[config.mk]
export PLATFORM = sky130hd
export DESIGN_NAME = cbr_remapper
export DESIGN_NICKNAME = d
export VERILOG_FILES = /design/src/rtl/cbr_pkg.sv /design/src/rtl/cbr_cfg_ctrl.sv /design/src/rtl/cbr_remap_calc.sv /design/src/rtl/cbr_map_store.sv /design/src/rtl/cbr_remapper.sv
export SDC_FILE = /design/constraint.sdc
export NUM_CORES = 1
export LEC_CHECK = 0
export ABC_AREA = 1
export BUFFER_PORTS_ARGS = -buffer_cell sky130_fd_sc_hd__buf_2
export CELL_PAD_IN_SITES_DETAIL_PLACEMENT = 1
export CELL_PAD_IN_SITES_GLOBAL_PLACEMENT = 1
export CORE_MARGIN = 5
export CORE_UTILIZATION = 35
export CTS_BUF_LIST = sky130_fd_sc_hd__clkbuf_8
export DETAILED_ROUTE_END_ITERATION = 7
export PLACE_DENSITY = 0.73
export SLEW_MARGIN = 30
export SYNTH_ARGS = -nofsm -noshare
export SYNTH_HDL_FRONTEND = slang
export SYNTH_SLANG_ARGS = --single-unit
export TNS_END_PERCENT = 50
[constraint.sdc]
create_clock -name clk -period 2.3 [get_ports clk]
set_input_delay 0.46 -clock clk [delete_from_list [all_inputs] [get_ports clk]]
set_output_delay 0.46 -clock clk [all_outputs]
set_load 0.005 [all_outputs]
[src/rtl/cbr_pkg.sv]
package cbr_pkg;
    localparam int BLK_N = 4;
    localparam int COL_W = 2;

    typedef logic [COL_W-1:0] col_t;
    typedef col_t [BLK_N-1:0] rowmap_t;

    typedef enum logic {
        ST_RUN = 1'b0,
        ST_CFG = 1'b1
    } cfg_state_e;

    function automatic rowmap_t identity_map();
        rowmap_t m;
        for (int i = 0; i < BLK_N; i++) begin
            m[i] = col_t'(i);
        end
        return m;
    endfunction
endpackage

[src/rtl/cbr_cfg_ctrl.sv]
module cbr_cfg_ctrl
    import cbr_pkg::*;
(
    input  logic clk,
    input  logic rst_n,
    input  logic cfg_mode,
    output logic cfg_active,
    output logic wr_ok
);
    cfg_state_e state_q, state_d;

    always_comb begin
        state_d = state_q;
        unique case (state_q)
            ST_RUN: if (cfg_mode)  state_d = ST_CFG;   // GO_CFG
            ST_CFG: if (!cfg_mode) state_d = ST_RUN;   // GO_RUN
            default: state_d = ST_RUN;
        endcase
    end

    always_ff @(posedge clk or negedge rst_n) begin
        if (!rst_n) state_q <= ST_RUN;
        else        state_q <= state_d;
    end

    always_comb begin
        cfg_active = 1'b0;
        wr_ok      = 1'b0;
        unique case (state_q)
            ST_RUN: begin
                cfg_active = 1'b0;
                wr_ok      = 1'b0;
            end
            ST_CFG: begin
                cfg_active = 1'b1;
                wr_ok      = 1'b1;
            end
            default: begin
                cfg_active = 1'b0;
                wr_ok      = 1'b0;
            end
        endcase
    end
endmodule

[src/rtl/cbr_remap_calc.sv]
module cbr_remap_calc
    import cbr_pkg::*;
(
    input  logic [BLK_N-1:0] fault,
    output rowmap_t          map,
    output logic             dead
);
    assign dead = &fault;

    for (genvar gi = 0; gi < BLK_N; gi++) begin : g_blk
        always_comb begin
            logic found;
            found      = 1'b0;
            map[gi]    = col_t'(gi);
            if (fault[gi]) begin
                for (int k = 1; k < BLK_N; k++) begin
                    if (!found && !fault[(gi + k) % BLK_N]) begin
                        map[gi] = col_t'((gi + k) % BLK_N);
                        found   = 1'b1;
                    end
                end
            end
        end
    end
endmodule

[src/rtl/cbr_map_store.sv]
module cbr_map_store
    import cbr_pkg::*;
#(
    parameter int ROW_W = 4,
    localparam int ROWS = 1 << ROW_W
) (
    input  logic              clk,
    input  logic              rst_n,
    input  logic              wr_en,
    input  logic [ROW_W-1:0]  wr_row,
    input  rowmap_t           wr_map,
    input  logic              wr_dead,
    input  logic [ROW_W-1:0]  rd_row,
    output rowmap_t           rd_map,
    output logic              rd_dead,
    output rowmap_t [ROWS-1:0] all_map,
    output logic [ROWS-1:0]   dead_vec
);
    for (genvar gr = 0; gr < ROWS; gr++) begin : g_row
        always_ff @(posedge clk or negedge rst_n) begin
            if (!rst_n) begin
                all_map[gr]  <= identity_map();
                dead_vec[gr] <= 1'b0;
            end else if (wr_en && (wr_row == ROW_W'(gr))) begin
                all_map[gr]  <= wr_map;
                dead_vec[gr] <= wr_dead;
            end
        end
    end

    assign rd_map  = all_map[rd_row];
    assign rd_dead = dead_vec[rd_row];
endmodule

[src/rtl/cbr_remapper.sv]
module cbr_remapper
    import cbr_pkg::*;
#(
    parameter int ROW_W = 4,
    localparam int ROWS = 1 << ROW_W,
    localparam int MAP_W = BLK_N * COL_W
) (
    input  logic             clk,
    input  logic             rst_n,
    input  logic             cfg_mode,
    input  logic             cfg_we,
    input  logic             cfg_fv_we,
    input  logic [ROW_W-1:0] cfg_row,
    input  logic [MAP_W-1:0] cfg_map,
    input  logic [BLK_N-1:0] cfg_fault,
    input  logic             acc_valid,
    input  logic [ROW_W-1:0] acc_row,
    input  logic [COL_W-1:0] acc_col,
    output logic [COL_W-1:0] sel_col,
    output logic             row_dead,
    output logic             acc_cacheable,
    output logic             cfg_active
);
    logic                wr_ok;
    rowmap_t             calc_map;
    logic                calc_dead;
    rowmap_t             wr_map;
    logic                wr_dead;
    logic                wr_en;
    rowmap_t             rd_map;
    logic                rd_dead;
    rowmap_t [ROWS-1:0]  all_map;
    logic [ROWS-1:0]     dead_vec;
    logic [ROWS*MAP_W-1:0] store_flat;

    cbr_cfg_ctrl u_ctrl (
        .clk        (clk),
        .rst_n      (rst_n),
        .cfg_mode   (cfg_mode),
        .cfg_active (cfg_active),
        .wr_ok      (wr_ok)
    );

    cbr_remap_calc u_calc (
        .fault (cfg_fault),
        .map   (calc_map),
        .dead  (calc_dead)
    );

    // fault-vector load has priority over a raw map load
    assign wr_en   = wr_ok && (cfg_we || cfg_fv_we);
    assign wr_map  = cfg_fv_we ? calc_map : rowmap_t'(cfg_map);
    assign wr_dead = cfg_fv_we && calc_dead;

    cbr_map_store #(.ROW_W(ROW_W)) u_store (
        .clk      (clk),
        .rst_n    (rst_n),
        .wr_en    (wr_en),
        .wr_row   (cfg_row),
        .wr_map   (wr_map),
        .wr_dead  (wr_dead),
        .rd_row   (acc_row),
        .rd_map   (rd_map),
        .rd_dead  (rd_dead),
        .all_map  (all_map),
        .dead_vec (dead_vec)
    );

    assign store_flat    = all_map;
    assign sel_col       = rd_map[acc_col];
    assign row_dead      = rd_dead;
    assign acc_cacheable = acc_valid && !rd_dead;
endmodule

-- Yosys cells after proc, flatten, opt, wreduce, memory -nomap -nowiden
Index checks and enable logic that the tools add are counted.
Widths: inputs -> output; s select.
- bitwise gates (word level): 1
- magnitude comparators: 2
- multiplexer cells: 41
- equality and inequality tests: 15
- reductions and logical operators: 43
- operators by type and width (cell ; number):
    $bmux 8 s4 ; 1
    $eq 4x4->1 const B ; 8
    $mux 2 ; 15
    $logic_and 1x1->1 ; 27
    $mux 1 ; 20
    $eq 4x3->1 const B ; 4
    $mux 8 ; 2
    $logic_not 1->1 ; 13
    $eq 4x2->1 const B ; 2
    $lt 4x5->1 const B ; 1
    $bmux 1 s4 ; 1
    $bmux 2 s2 ; 1
    $eq 4x1->1 const B ; 1
    $logic_not 4->1 ; 1
    $reduce_and 4->1 ; 1
    $lt 2x3->1 const B ; 1
    $pmux 1 s2 ; 1
    $logic_or 1x1->1 ; 1
    $not 1->1 ; 1
- input port bits: 28
- register bits after elaboration: 145

-- Longest topological paths before layout
Gate-level depths: netlist (run 1).
- word-level depth: 11
- mapped depth: 10
- mapped depth without buffers: 9

-- By module
Synthesis (run 1) repeated with hierarchy kept, for this count alone.
- cell total of the unflattened synthesis: 1009
- area total of the unflattened synthesis: 7567.3 sq um
- modules (own cells, without submodules) (module ; instances ; area each (sq um) ; cells each ; sequential area each (sq um)):
    cbr_map_store ; 1 ; 7236.9 ; 934 ; 3683.5
    cbr_remapper ; 1 ; 222.7 ; 55 ; 0.0
    cbr_remap_calc ; 1 ; 75.1 ; 18 ; 0.0
    cbr_cfg_ctrl ; 1 ; 32.5 ; 2 ; 25.0

-- Least setup slack after synthesis (run 1)
No wires, ideal clock.
- path type: input to output
- start point: input acc_row[2]
- end point: output sel_col[0]
- arrival: 1.369 ns
- path buffers: 2
- data required time: 1.840 ns
- cell stages on the path: 9
- setup slack: 0.471 ns
- cell sequence: buf_2 > clkinv_1 > buf_2 > nand3_1 > nand2_1 > nand2_1 > nand3_1 > nand3_1 > nand2_1
- longest elaborated chain between the ends: 4
- RTL lines (item ; RTL line ; text):
    start: declaration ; cbr_remapper.sv:17 ; input logic [ROW_W-1:0] acc_row,
    $bmux 8 s4 ; cbr_map_store.sv:31 ; assign rd_map = all_map[rd_row];
    $mux 8 (not written as such) ; cbr_map_store.sv:31 ;
    $bmux 2 s2 ; cbr_remapper.sv:70 ; assign sel_col = rd_map[acc_col];
    $mux 2 (not written as such) ; cbr_remapper.sv:70 ;
    end: declaration ; cbr_remapper.sv:19 ; output logic [COL_W-1:0] sel_col,
No other way between the ends. The select of a mux whose other input is x is not followed.

-- Final worst setup path (run 1)
- start point: register u_store.all_map[31] (netlist name)
- end point: output sel_col[1]
- longest elaborated chain between the ends: 4
- RTL lines (item ; RTL line):
    $bmux 8 s4 ; cbr_map_store.sv:31
    $mux 8 (not written as such) ; cbr_map_store.sv:31
    $bmux 2 s2 ; cbr_remapper.sv:70
    $mux 2 (not written as such) ; cbr_remapper.sv:70
No other way between the ends. The select of a mux whose other input is x is not followed.

==> results of run 1 <==
[metal layers]
layer	routed length, um	GRT usage
met2	11500	0.329
met1	11100	0.273
met3	716	0.0306
met5	0	0
met4	495	0.0593
[state kept, by name, indices dropped and copies added, names as in the netlist]
signal	count
u_store.all_map	128
u_store.dead_vec	16
u_ctrl.state_q	1
[power breakdown]
group	switching (W)	internal, W
Clock	0.00107	0.000989
Sequential	0.000318	0.00328
Combinational	0.000900	0.000557
[kinds of logic after synthesis]
kind of cell,count (synthesis),share of synthesized area
DFF,145,0.503
and+or+nand+nor,607,0.357
AOI/OAI and AO/OA,96,0.0812
buffers and inverters,91,0.0591
[cell type report]
type	count	area share
Sequential cell	145	0.427
Timing Repair Buffer	63	0.0674
Multi-Input combinational cell	703	0.400
Clock buffer	18	0.0285
Inverter	46	0.0215
Clock inverter	14	0.0164
Tap cell	275	0.0396
[how the worst max path moves through the flow]
stage	to	cells after the start	slack, ns	start
floorplan	sel_col[0]	9	0.47	acc_row[2]
global placement	acc_cacheable	11	0.03	acc_row[1]
detailed placement	acc_cacheable	11	0.006	acc_row[1]
CTS	sel_col[0]	9	-0.005	u_store.all_map[26]
global route	sel_col[1]	9	-0.05	u_store.all_map[63]
finish	sel_col[1]	9	0.04	u_store.all_map[31]
[per-stage QoR]
| step | TNS (ns) | power (W) | util | cell area (um2) |
|---|---|---|---|---|
| after global placement | 0 | 0.00492 | 0.380 | 7940 |
| after CTS | -0.00947 | 0.00707 | 0.402 | 8400 |
| after detailed placement | 0 | 0.00499 | 0.381 | 7960 |
| final | 0 | 0.00711 | 0.416 | 8690 |
| after global routing | -0.0988 | 0.00753 | 0.416 | 8690 |
| after floorplan | 0 | 0.00445 | - | 7370 |
[worst reg2reg max path, stage by stage (launching register included)]
cell and delay [ns]:
dfrtp_1 0.40, o21ai_4 0.09, nor3_4 0.16, inv_4 0.12, nor2_4 0.24, inv_2 0.18
nand2_1 0.11, o21ai_2 0.05
[Yosys cell counts]
cell type / n
dfrtp_1: 81
a31oi_1: 16
o21ai_4: 1
nor2_8: 2
buf_1: 1
inv_2: 23
o21ai_0: 28
inv_1: 18
o21ai_2: 14
nand2_1: 448
o211ai_2: 1
nor3_4: 1
buf_4: 5
o211ai_1: 1
o31ai_4: 1
buf_2: 20
nand3_4: 3
nand3_2: 1
dfstp_2: 64
inv_4: 2
buf_6: 6
nor2_1: 21
a21oi_2: 2
o21ai_1: 24
a21oi_1: 8
clkinv_1: 3
clkbuf_1: 13
nor2_4: 14
nand3_1: 116
nor3_2: 1
[repair_timing]
item | CTS | global route
pin swaps | 1 | 27
endpoints found under the hold margin | 34 | 0
gates cloned | 0 | 3
buffers inserted | 0 | 1
hold buffers | 1 | 0
gates resized for setup | 9 | 53
setup endpoints to repair | 3 | 3
==> results.md, run 1 <==
* Status: finished, final reports clean
* Worst slew margin at 0.504
* Top cells by area, synth: dfrtp_1, dfstp_2, nand2_1
* CTS HTree Levels at 4
* Register area share after synthesis at 0.503
* Worst min-delay path class: input port to flop
* Fin nets at 1004
* Critical Path Max Stage Delay at 0.55 ns
* CP Cell Sequence: nand2_1 -> nand3_1 -> nand3_2 -> nand2_2 -> nand2_1 -> nand3_1 -> nand3_2 -> nand2_2 -> buf_2
* Share of layout cells above drive strength 1 at 0.280
* Synthesis-to-finish area growth at 17.9%
* Max-slew violations at 0
* Largest net degree at the start of global routing at 56
* Worst Setup Slack, final at 0.0442 ns
* Starting Density at 0.353
* Gr usage total at 0.200
* Antenna Cells at 0
* Number of I/O port buffers at 32
* Crit path buf inv count at 1
* Max-Cap Viols at 0
* Setup Crit Path Kind: flop to output port
* Post-synth net total at 967
* Finished Layout Cells at 1264
* Sink Count at 145
* Crit share post-route at 0.981
* DRT antenna net count at 0
* #FFs+latches synth at 145
* Global-route wire length before repair at 37600 um
* Top-area cell type share of the netlist area at 0.275
* Hold_ws at 0.109 ns
* Core ar. at 20900 um2
* Minimum clock period at 2.26 ns
* Critical Path Start Type: flop
* Mean area per synthesized cell at 7.85 um2
* Crit path max fanout at 2
* Worst Hold Launch: cfg_mode
* Post-synth top area cell: dfrtp_1
* Max IR drop VDD at 0.000317 V
* FILL cells at 2526
* Die height at 155 um
* Starting DRC count in detailed routing at 524
* Worst r2r src: u_ctrl.state_q
* Worst Hold End: u_ctrl.state_q
* Crit. End Element: output port
* Unrepaired setup endpoints after global routing: yes
* Endpoints failing setup at 0
* Worst Hold Path Cells at 1
* Die ar. at 24100 um2
* Yosys warnings at 0
* Dpl ws at 0.00630 ns
* Vias in the first global route at 6641
* Max Root-Sink Buffers at 2
* Most frequent cells in the layout: nand2_1, dfrtp_1, nand3_1
* Multi-input gate area at 3470 um2
* Cell area after synthesis at 7370 um2
* Largest delay contributor family on the critical path: simple AND/OR/NAND/NOR gates
* Setup Skew at 0.0131 ns
* Fmax at 443 MHz
* CTS tree: done
* Total grt overflow at 0
* Initial antenna violation count at 0
* DRC Markers at 0
* Die Span X at 155 um
* DR vias at 6325
* Clock root cell: clkbuf_8
* Drt via density at 5.00
* CP arrival at 1.80 ns
* Worst-Margin Slew at 0.741 ns
* Commonest non-fill, non-tap cell in the layout: nand2_1
* RR Endpoint: u_store.all_map[100]
* Cells after DPL at 1227
* Slowest-stage cell, CP: dfstp_2
* Hold Violations, Final at 0
* Router iterations before antenna repair at 4
* PD cells at 819 nW/um2
* Gp weighted congestion at 0.840
* Clock transition at path regs at 0.09 ns
* DP HPWL at 15700 um
* I/O pin total at 33
* LEAKAGE at 4.05 nW
* Unique masters post-synth at 30
* R2R Setup Slk at 0.84 ns
* FP Rows at 53
* TritonCTS buffer count at 17
* Routed WL per cell at 18.8 um
* DRT Wirelength at 23800 um
* Reg area at 3710 um2
* Worst Path Required at 1.84 ns
* Reg2Reg Depth at 7
* Clock latency on the worst-skew pair at 0.46 ns
* Mapped Cells at 939
No activity file was read; power rests on OpenSTA's default activity.
==> inputs of run 2 (changes only) <==
--- a/config.mk
+++ b/config.mk
@@ -10,10 +10,10 @@
 export CELL_PAD_IN_SITES_DETAIL_PLACEMENT = 1
 export CELL_PAD_IN_SITES_GLOBAL_PLACEMENT = 1
 export CORE_MARGIN = 5
-export CORE_UTILIZATION = 35
+export CORE_UTILIZATION = 52
 export CTS_BUF_LIST = sky130_fd_sc_hd__clkbuf_8
 export DETAILED_ROUTE_END_ITERATION = 7
-export PLACE_DENSITY = 0.73
+export PLACE_DENSITY = 0.95
 export SLEW_MARGIN = 30
 export SYNTH_ARGS = -nofsm -noshare
 export SYNTH_HDL_FRONTEND = slang
==> run 2 against run 1 <==
  * Non-clock buffer count increased by 8
  * Sequential power is 3% higher
  * Utilization is 21 points higher
  * Wire length increased by 40%
  * Final area decreased by 0.76%
  * First-iteration DRC count up 110%
  * The flow now finishes with violations (design-rule violations, negative setup slack)
  * Count of clock-buffer cells in the layout grew 1
  * Global-route usage is 12 points higher
  * Critical path depth did not move
  * Clock skew down 0.00091 ns
  * Sequential share of layout area grew 0.33 points
  * Combinational power rose by 20%
==> results.md, run 2 (synthesis gave the netlist of run 1 again) <==
* Max-slew violations at 0
* Crit path max fanout at 2
* Hold_ws at 0.0836 ns
* Crit path launch: u_store.all_map[21]
* Setup Crit Path Kind: flop to output port
* Die Span X at 129 um
* Share of layout cells above drive strength 1 at 0.274
* Gr usage total at 0.320
* Core ar. at 13900 um2
* TritonCTS buffer count at 17
* Pint at 0.00487 W
* Reg area at 3710 um2
* Most flop-heavy register: u_store.all_map
* Crit. End Element: output port
* Number of I/O port buffers at 32
* Max FFs per register at 128
* Worst Path Required at 1.84 ns
* FILL cells at 1676
* Multi-input gate area at 3430 um2
* Minimum clock period at 2.48 ns
* Core Util, Final at 0.621
* Endpoints failing setup at 4
* Commonest non-fill, non-tap cell in the layout: nand2_1
* Biggest regs: u_store.all_map x128, u_store.dead_vec x16, u_ctrl.state_q x1
* Global-route wire length before repair at 40600 um
* DP HPWL at 16300 um
* Vias in the first global route at 7511
* I/O pin total at 33
* Worst r2r src: u_ctrl.state_q
* Initial antenna violation count at 0
* Switch Pwr at 0.00271 W
* LEAKAGE at 4.10 nW
* Starting DRC count in detailed routing at 1116
* Total grt overflow at 0
* Clk pwr share at 0.280
* Gp weighted congestion at 0.864
* Status: finished, violations left
* Hold Violations, Final at 0
* DRT antenna net count at 0
* Antenna Cells at 0
* Crit share post-route at 1.08
* Sw Share at 0.358
* DRC Markers at 4
* Starting Density at 0.531
* Die ar. at 16700 um2
* Most frequent cells in the layout: nand2_1, nand3_1, dfrtp_1
* Die height at 129 um
* Worst-Margin Slew at 0.760 ns
* Clock latency on the worst-skew pair at 0.50 ns
* DRT Wirelength at 33300 um
* Worst Setup Slack, final at -0.178 ns
* Setup Skew at 0.0122 ns
* Largest net degree at the start of global routing at 59
* Max-Cap Viols at 0
* Worst slew margin at 0.492
* PD cells at 880 nW/um2
* Max IR drop VDD at 0.000528 V
* Routed WL per cell at 28.3 um
* Critical Path Start Type: flop
* Clock transition at path regs at 0.10 ns
* Fmax at 404 MHz
* Worst min-delay path class: input port to flop
* Router iterations before antenna repair at 8
* Drt via density at 6.78
* DR vias at 7975
* Failing checks: design-rule violations, negative setup slack
* Synthesis-to-finish area growth at 17.0%
* Max Root-Sink Buffers at 2
* Clock root cell: clkbuf_8
* Seq pwr share at 0.488
* FP Rows at 43
* Unrepaired setup endpoints after global routing: yes
* Worst Hold Launch: cfg_mode
* Sink Count at 145
* CTS tree: done
* CTS HTree Levels at 4
* Combinational group share of total power at 0.231
* CP arrival at 2.02 ns
* Fin nets at 1012
-- run 2: cell count changes in the layout (fill, tap and decap cells not counted), sizes merged --
cell / change
clkbuf: +1
clkinvlp: -3
clkinv: +2
buf: +8
-- run 2: worst paths after layout --
kind,end,slack [ns],depth (start not counted)
worst min register to register,u_store.all_map[55],0.48,2
worst min-delay path,u_ctrl.state_q,0.08,1
max in group asynchronous,u_store.all_map[71],1.14,3
worst max register to register,u_store.all_map[21],0.69,6
min in group asynchronous,u_store.all_map[40],0.44,2
worst max-delay path,sel_col[1],-0.18,9
-- run 2: repair_timing --
action                                  4_1_cts  5_1_grt
setup buffers                                 0        5
endpoints found under the setup margin        2        3
gates resized for setup                      12       43
hold endpoints to repair                     20        0
pin swaps                                     4       20
hold buffers                                  1        0
gates cloned                                  0        4
-- run 2: power groups by stage --
stage          logic (W)  registers (W)  clock network, W
2_1_floorplan   0.000932        0.00352                 0
4_1_cts          0.00144        0.00362           0.00205
6_report         0.00175        0.00371           0.00213
3_3_place_gp     0.00126        0.00359                 0
5_1_grt          0.00186        0.00373           0.00221
3_5_place_dp     0.00137        0.00363                 0
-- run 2: area by class of cell --
cell class,instances,share of cell area
repair buffers,71,0.0798
inverters,46,0.0216
multi-input cells,703,0.398
clock inverters,13,0.0142
well taps,180,0.0261
flip-flops and latches,145,0.430
clock buffers,19,0.0303
-- run 2: routing by layer --
metal  vias to the layer above  routed length [um]  track usage
met4                         0                2760        0.163
met2                       738               15400        0.542
met1                      3864               11300        0.387
li1                       3090                   -            -
met5                         -                   0            0
met3                       283                3810       0.0643
-- run 2: through the flow --
stage          std cells  setup WS (ns)  TNS, ns  cell area, um2  total power [W]
6_report            1177         -0.178   -0.558            8620          0.00759
5_1_grt             1177         -0.356    -1.03            8620          0.00780
4_1_cts             1168        0.00126        0            8280          0.00710
3_5_place_dp        1135         0.0553        0            7830          0.00500
3_3_place_gp        1135         0.0957        0            7830          0.00485
2_1_floorplan        939          0.471        0            7370          0.00445
-- run 2: worst max-delay path: stages (launching register included) --
cell and delay, ns:
dfstp_2 0.57, nand2_1 0.10, nand3_2 0.16, nand3_1 0.16
nand2_1 0.10, nand2_1 0.07, nand3_2 0.09, nand3_2 0.07
nand2_2 0.09, buf_2 0.11
